## src/rtl/thr_pkg.sv

```systemverilog
package thr_pkg;

    typedef enum logic [1:0] {
        PH_INIT = 2'd0,
        PH_FAST = 2'd1,
        PH_ONCE = 2'd2,
        PH_CAL  = 2'd3
    } phase_t;

    // Weight out of 256: 86 + 16*code when stored, 128 (half) otherwise.
    function automatic logic [8:0] weight_of(input logic stored, input logic [2:0] code);
        return stored ? (9'd86 + {2'b00, code, 4'b0000}) : 9'd128;
    endfunction

endpackage

```

## src/rtl/thr_extrema.sv

```systemverilog
module thr_extrema #(
    parameter int W = 10
) (
    input  logic         clk,
    input  logic         rst_n,
    input  logic         clr,
    input  logic         smp_valid,
    input  logic [W-1:0] smp_code,
    output logic [W-1:0] hi,
    output logic [W-1:0] lo,
    output logic         seen
);
    always_ff @(posedge clk or negedge rst_n) begin
        if (!rst_n) begin
            hi   <= '0;
            lo   <= '1;
            seen <= 1'b0;
        end else if (clr) begin
            hi   <= '0;
            lo   <= '1;
            seen <= 1'b0;
        end else if (smp_valid) begin
            if (smp_code > hi) hi <= smp_code;
            if (smp_code < lo) lo <= smp_code;
            seen <= 1'b1;
        end
    end
endmodule

```

## src/rtl/thr_target.sv

```systemverilog
module thr_target #(
    parameter int W = 10
) (
    input  logic [W-1:0] hi,
    input  logic [W-1:0] lo,
    input  logic [8:0]   wt,
    output logic [W-1:0] tgt
);
    logic [W-1:0] span;
    logic [W+8:0] prod;

    always_comb begin
        span = hi - lo;
        prod = {9'b0, span} * {{W{1'b0}}, wt};
        tgt  = lo + prod[W+7:8];
    end
endmodule

```

## src/rtl/thr_monitor.sv

```systemverilog
module thr_monitor #(
    parameter int TICK_DIV   = 50000,
    parameter int WDOG_TICKS = 12000,
    parameter int MISS_LIMIT = 4
) (
    input  logic clk,
    input  logic rst_n,
    input  logic run,
    input  logic sw_evt,
    input  logic extremum,
    output logic trip
);
    localparam int PRE_W  = $clog2(TICK_DIV);
    localparam int WD_W   = $clog2(WDOG_TICKS + 1);
    localparam int MISS_W = $clog2(MISS_LIMIT + 1);

    logic [PRE_W-1:0]  pre_cnt;
    logic [WD_W-1:0]   wd_cnt;
    logic [MISS_W-1:0] miss_cnt;
    logic              tick;

    assign tick = (pre_cnt == PRE_W'(TICK_DIV - 1));
    assign trip = run && !sw_evt &&
                  ((tick && (wd_cnt == WD_W'(WDOG_TICKS - 1))) ||
                   (extremum && (miss_cnt == MISS_W'(MISS_LIMIT - 1))));

    always_ff @(posedge clk or negedge rst_n) begin
        if (!rst_n) begin
            pre_cnt  <= '0;
            wd_cnt   <= '0;
            miss_cnt <= '0;
        end else if (!run || sw_evt || trip) begin
            pre_cnt  <= '0;
            wd_cnt   <= '0;
            miss_cnt <= '0;
        end else begin
            pre_cnt <= tick ? '0 : pre_cnt + 1'b1;
            if (tick) wd_cnt <= wd_cnt + 1'b1;
            if (extremum) miss_cnt <= miss_cnt + 1'b1;
        end
    end
endmodule

```

## src/rtl/thresh_tracker.sv

```systemverilog
module thresh_tracker
    import thr_pkg::*;
#(
    parameter int CODE_W        = 10,
    parameter int CLAMP         = 118,
    parameter int PHASE_EVENTS  = 16,
    parameter int WIN_EVENTS    = 32,
    parameter int AGREE_WINDOWS = 4,
    parameter int ACT_LEVEL     = 2,
    parameter int MISS_LIMIT    = 4,
    parameter int CLK_HZ        = 50_000_000,
    parameter int TICK_HZ       = 1000,
    parameter int WDOG_MS       = 12000
) (
    input  logic              clk,
    input  logic              rst_n,
    input  logic              smp_valid,
    input  logic [CODE_W-1:0] smp_code,
    input  logic              edge_rise,
    input  logic              edge_fall,
    input  logic              sw_evt,
    input  logic              prog_en,
    input  logic [CODE_W-1:0] static_code,
    input  logic [2:0]        k_code,
    output logic [CODE_W-1:0] ofs_code,
    output logic [1:0]        phase
);
    localparam int TICK_DIV   = CLK_HZ / TICK_HZ;
    localparam int WDOG_TICKS = (WDOG_MS * TICK_HZ) / 1000;
    localparam int EV_MAX     = (PHASE_EVENTS > WIN_EVENTS) ? PHASE_EVENTS : WIN_EVENTS;
    localparam int EV_W       = $clog2(EV_MAX);
    localparam int STK_W      = $clog2(AGREE_WINDOWS + 1);
    localparam logic [CODE_W-1:0] MID     = {1'b1, {(CODE_W-1){1'b0}}};
    localparam logic [CODE_W:0]   CLAMP_V = (CODE_W+1)'(CLAMP);
    localparam logic [CODE_W:0]   ACT_V   = (CODE_W+1)'(ACT_LEVEL);

    phase_t            state, nxt;
    logic [CODE_W-1:0] ofs_q;
    logic [EV_W-1:0]   ev_cnt;
    logic              once_used;
    logic [STK_W-1:0]  streak, streak_nx;
    logic              last_up;

    logic [CODE_W-1:0] win_hi, win_lo, tgt;
    logic              win_seen, win_clr;
    logic [8:0]        wt;
    logic              ext_evt, trip, mon_run;
    logic [CODE_W:0]   diff, mag;
    logic [CODE_W-1:0] step;
    logic              adj_up, adj_dn;
    logic              phase_end, win_end, pre_ok, act_ok;

    assign ofs_code = ofs_q;
    assign phase    = state;
    assign wt       = weight_of(prog_en, k_code);
    assign ext_evt  = edge_rise | edge_fall;
    assign mon_run  = (state != PH_INIT);

    thr_extrema #(.W(CODE_W)) u_ext (
        .clk(clk), .rst_n(rst_n), .clr(win_clr),
        .smp_valid(smp_valid), .smp_code(smp_code),
        .hi(win_hi), .lo(win_lo), .seen(win_seen)
    );

    thr_target #(.W(CODE_W)) u_tgt (
        .hi(win_hi), .lo(win_lo), .wt(wt), .tgt(tgt)
    );

    thr_monitor #(
        .TICK_DIV(TICK_DIV), .WDOG_TICKS(WDOG_TICKS), .MISS_LIMIT(MISS_LIMIT)
    ) u_mon (
        .clk(clk), .rst_n(rst_n), .run(mon_run),
        .sw_evt(sw_evt), .extremum(ext_evt), .trip(trip)
    );

    // Correction arithmetic
    always_comb begin
        diff   = {1'b0, tgt} - {1'b0, ofs_q};
        mag    = diff[CODE_W] ? (~diff + 1'b1) : diff;
        adj_up = !diff[CODE_W] && (diff != '0);
        adj_dn = diff[CODE_W];
        step   = (mag > CLAMP_V) ? CLAMP_V[CODE_W-1:0] : mag[CODE_W-1:0];

        phase_end = sw_evt && (ev_cnt == EV_W'(PHASE_EVENTS - 1));
        win_end   = (state == PH_CAL) && sw_evt && (ev_cnt == EV_W'(WIN_EVENTS - 1));
        pre_ok    = ((state == PH_FAST) || ((state == PH_ONCE) && !once_used)) &&
                    win_seen && ((edge_rise && adj_up) || (edge_fall && adj_dn));
        act_ok    = win_seen && (mag >= ACT_V);

        if ((streak != '0) && (last_up == adj_up))
            streak_nx = (streak == STK_W'(AGREE_WINDOWS)) ? streak : streak + 1'b1;
        else
            streak_nx = STK_W'(1);
    end

    // Next phase
    always_comb begin
        nxt = state;
        if ((state != PH_INIT) && trip) begin
            nxt = PH_INIT;
        end else begin
            unique case (state)
                PH_INIT: if (prog_en || smp_valid) nxt = PH_FAST;
                PH_FAST: if (phase_end) nxt = PH_ONCE;
                PH_ONCE: if (phase_end) nxt = PH_CAL;
                PH_CAL:  nxt = PH_CAL;
            endcase
        end
    end

    assign win_clr = (state == PH_INIT) || (nxt != state) || win_end;

    // Phase register
    always_ff @(posedge clk or negedge rst_n) begin
        if (!rst_n) state <= PH_INIT;
        else        state <= nxt;
    end

    // Offset code, event counter and agreement filter
    always_ff @(posedge clk or negedge rst_n) begin
        if (!rst_n) begin
            ofs_q     <= MID;
            ev_cnt    <= '0;
            once_used <= 1'b0;
            streak    <= '0;
            last_up   <= 1'b0;
        end else if ((state != PH_INIT) && trip) begin
            ofs_q     <= MID;
            ev_cnt    <= '0;
            once_used <= 1'b0;
            streak    <= '0;
            last_up   <= 1'b0;
        end else begin
            unique case (state)
                PH_INIT: begin
                    ev_cnt    <= '0;
                    once_used <= 1'b0;
                    streak    <= '0;
                    last_up   <= 1'b0;
                    if (prog_en)        ofs_q <= static_code;
                    else if (smp_valid) ofs_q <= smp_code;
                end
                PH_FAST, PH_ONCE: begin
                    if (sw_evt) ev_cnt <= phase_end ? '0 : ev_cnt + 1'b1;
                    if (pre_ok) begin
                        ofs_q <= adj_up ? ofs_q + step : ofs_q - step;
                        if (state == PH_ONCE) once_used <= 1'b1;
                    end
                end
                PH_CAL: begin
                    if (sw_evt) ev_cnt <= win_end ? '0 : ev_cnt + 1'b1;
                    if (win_end && act_ok) begin
                        streak  <= streak_nx;
                        last_up <= adj_up;
                        if (streak_nx == STK_W'(AGREE_WINDOWS))
                            ofs_q <= adj_up ? ofs_q + 1'b1 : ofs_q - 1'b1;
                    end
                end
            endcase
        end
    end
endmodule

```

## config.mk

```make
export PLATFORM = sky130hd
export DESIGN_NAME = thresh_tracker
export DESIGN_NICKNAME = d
export VERILOG_FILES = /design/src/rtl/thr_pkg.sv /design/src/rtl/thr_extrema.sv /design/src/rtl/thr_target.sv /design/src/rtl/thr_monitor.sv /design/src/rtl/thresh_tracker.sv
export SDC_FILE = /design/constraint.sdc
export NUM_CORES = 1
export LEC_CHECK = 0
export BUFFER_PORTS_ARGS = -buffer_cell sky130_fd_sc_hd__buf_2
export CAP_MARGIN = 40
export CORE_MARGIN = 2
export CORE_UTILIZATION = 40
export DETAILED_ROUTE_END_ITERATION = 10
export PLACE_DENSITY_LB_ADDON = 0.05
export SETUP_SLACK_MARGIN = 0.2
export SYNTH_ARGS = -nofsm -noshare
export SYNTH_HDL_FRONTEND = slang
export SYNTH_SLANG_ARGS = --single-unit
```

## constraint.sdc

```tcl
create_clock -name clk -period 10 [get_ports clk]
set_input_delay 1.5 -clock clk [delete_from_list [all_inputs] [get_ports clk]]
set_output_delay 1.5 -clock clk [all_outputs]
set_load 0.03 [all_outputs]
```

==> impl_metrics.json <==
{
  "outcome": "finished with violations",
  "violations": "setup timing",
  "tritoncts": "done",
  "die-height_microns": 152.2,
  "xor_xnor_fraction_of_synth_area_pct": 7.367,
  "grt_usage_pct": 19.89,
  "place_congestion": 0.8534,
  "num_rows": 54,
  "timing.critical_path.from_type": "input port",
  "number_of_flops_mapped_to_enable_cells_by_yosys": 0,
  "regArea_sq_um": 1916,
  "setup_ws_final_ps": -566.4,
  "clkTransAtPathRegs_ps": 60,
  "postPlaceCellArea_sq_um": 10660,
  "multi_input_area_sq_um": 6842,
  "basic_gate_share_of_the_synthesized_area_counting_and_or_nand_and_nor_cells_pct": 18.28,
  "setup_viol": 6,
  "number_of_global_route_vias_before_repair": 7516,
  "route.vias.total": 7831,
  "portBuffers": 41,
  "yosys_register_bits": 76,
  "worst_hold_path_type": "reg -> reg",
  "synth_cell_type_count": 77,
  "design.die.area_sq_um": 23150,
  "synth-compound-area-share_pct": 17.23,
  "worst_slew_pin_slew_ps": 760.9,
  "dpl.hpwl_microns": 18610,
  "grt_max_degree": 60,
  "ys_seq_area_share_pct": 21.82,
  "num_cts_buffers": 9,
  "final_common_cell": "sky130_fd_sc_hd__buf_4",
  "wl_per_cell_microns": 15.07,
  "layout.filler_cells": 2042,
  "path_delay_family": "adder cells",
  "worstPathMaxFanout": 4,
  "floorplan.io_pins": 42,
  "combinational_family_with_the_most_area_after_synthesis": "adder cells",
  "stdcell_area_sq_um": 11650,
  "synthArstFlopShare_pct": 100.0,
  "number_of_buffers_on_the_longest_clock_path": 2,
  "min_period_ps": 10570,
  "worst_path_max_delay_cell": "sky130_fd_sc_hd__or4_4",
  "worst_slew_margin_rel_pct": 49.27,
  "ctsHtreeMaxLevel": 3,
  "post_synth.cell_area_avg_sq_um": 8.525,
  "detail_route.first_pass.iterations": 4,
  "clock_latency_late_sink_ps": 340,
  "final_hold_viol_count": 0,
  "mappedNetlistNets": 1213,
  "routed_wirelength_microns": 23140,
  "holdBufCountCts": 0,
  "grt_antenna_before_repair": 1,
  "placed_cells": 1495,
  "max_cap_viol_count": 0,
  "critical_path.max_stage_delay_ps": 550,
  "max_clock_freq_mhz": 94.64,
  "globalRoute.totalOverflow": 0,
  "core_area_sq_um": 21690,
  "timing.clock.skew_ps": 9.062,
  "layout.cells.most_common_list": "sky130_fd_sc_hd__buf_4, sky130_fd_sc_hd__nor2_1, sky130_fd_sc_hd__inv_1",
  "wire_length_of_the_first_global_routing_pass_microns": 37920,
  "critical_path_class": "in -> reg",
  "final-instance-count-excl-fill": 1535,
  "ys_flop_type": "sky130_fd_sc_hd__dfrtp_1",
  "insertedDiodeCount": 0,
  "route.detailed.vias_per_inst": 5.102,
  "area_growth_syn_to_layout_pct": 32.67,
  "synth_fa_ha_area_share_pct": 24.62,
  "yosys-mux-area-fraction_pct": 4.075,
  "rsz0062_at_grt": "true",
  "initial_utilization_pct": 40.49,
  "clk_root_buffer_cell": "sky130_fd_sc_hd__clkbuf_16",
  "timing.final.max_slew_violations": 0,
  "cp_arrival_ps": 10830,
  "setup-tns-final_ps": -1932,
  "cts.sink_count": 76,
  "crit_required_ps": 10260,
  "period_utilisation_layout_pct": 105.7,
  "end_kind": "flip-flop",
  "drive_above_1_share_pct": 30.84,
  "critPathBufInv": 7,
  "antenna_violating_nets_post_route": 0,
  "post_synth_inst_count": 1030,
  "syn-cell-area_sq_um": 8781,
  "synth.yosys.warnings": 0,
  "drc_violation_count_after_routing": 0,
  "die_w_microns": 152.2,
  "drt-initial-drc-count": 298,
  "finalNetCount": 1433
}
state kept, by name (all words and copies together), names as in the netlist:
signal	flops
u_mon.pre_cnt	16
u_mon.wd_cnt	14
ofs_code	10
u_ext.hi	10
u_ext.lo	10
ev_cnt	5
streak	3
u_mon.miss_cnt	3
phase	2
last_up	1
once_used	1
u_ext.seen	1
worst reg2reg max path, delay by kind of cell, from the launching register on:
kind / cells / cell delay [ps]
AND/OR/NAND/NOR: 10 / 1930
AO/OA/AOI/OAI: 22 / 3190
buffers and inverters: 7 / 630
adder cells (fa/ha/maj): 11 / 3720
XOR/XNOR: 3 / 410
flip-flops: 1 / 580
final timing paths:
check	from	endpoint	slack, ps	cells past startpoint
max	k_code[0]	ofs_code[9]	-570	51
min	ev_cnt[3]	ev_cnt[3]	470	1
max reg2reg	u_ext.lo[0]	ofs_code[9]	-530	53
min reg2reg	ev_cnt[3]	ev_cnt[3]	470	1
max in group asynchronous	rst_n	u_mon.wd_cnt[2]	7940	2
min in group asynchronous	rst_n	streak[0]	1030	1
repair_timing:
| action | in CTS | in global routing |
|---|---|---|
| resized for setup | 50 | 45 |
| endpoints found under the setup margin | 9 | 10 |
| pin swaps | 44 | 59 |
| buffers inserted | 14 | 10 |
metal layers:
layer  share of wire [%]  track usage [%]  vias up
met5               0.056                0        -
met4                 1.4            4.272        2
met3                 2.5            2.702       25
met2                  46            33.05       83
met1                  50            27.75     3710
li1                    -                -     4011
Yosys cell counts (12+ instances only):
cell,n,area share [%]
sky130_fd_sc_hd__o211ai_1,14,1.2
sky130_fd_sc_hd__nor3_1,18,1.0
sky130_fd_sc_hd__a21oi_1,43,2.5
sky130_fd_sc_hd__inv_1,119,5.1
sky130_fd_sc_hd__a211o_1,15,1.5
sky130_fd_sc_hd__nand2_1,73,3.1
sky130_fd_sc_hd__o21ai_0,39,2.2
sky130_fd_sc_hd__mux2i_1,32,3.6
sky130_fd_sc_hd__a21o_1,21,1.8
sky130_fd_sc_hd__xor2_1,31,3.1
sky130_fd_sc_hd__dfrtp_1,65,19
sky130_fd_sc_hd__nand3_1,37,2.1
sky130_fd_sc_hd__xnor2_1,41,4.1
sky130_fd_sc_hd__nor2_1,120,5.1
sky130_fd_sc_hd__nor2b_1,15,1.1
sky130_fd_sc_hd__fa_1,33,7.5
sky130_fd_sc_hd__nand4_1,12,0.85
sky130_fd_sc_hd__clkbuf_1,15,0.64
sky130_fd_sc_hd__ha_1,120,17
through the flow:
stage          setup slack, ps  hold WS, ps  util, %
2_1_floorplan           -409.4        437.0        -
3_3_place_gp            -723.6        473.2    49.09
3_5_place_dp            -842.8        462.9    49.16
4_1_cts                 -400.1        473.3    52.29
5_1_grt                  -1139        510.3    53.72
6_report                -566.4        473.1    53.72
logic make-up (layout without fill, tap and decap cells):
logic type,after synthesis,in the layout
adder cells (fa/ha/maj),153,153
multiplexers,35,35
buffers and inverters,146,371
AND/OR/NAND/NOR,335,335
flip-flops,76,76
AO/OA/AOI/OAI,212,212
XOR/XNOR,73,73
cell type report:
cell class / instances / area share [%]
multi-input cells: 808 / 58.73
flip-flops and latches: 76 / 16.44
repair buffers: 235 / 14.74
inverters: 120 / 3.909
well taps: 280 / 3.007
clock buffers: 13 / 2.406
clock inverters: 3 / 0.7733
Power is not shown: default switching activity piles up to over one toggle a cycle in this logic, so the estimate is an artifact.
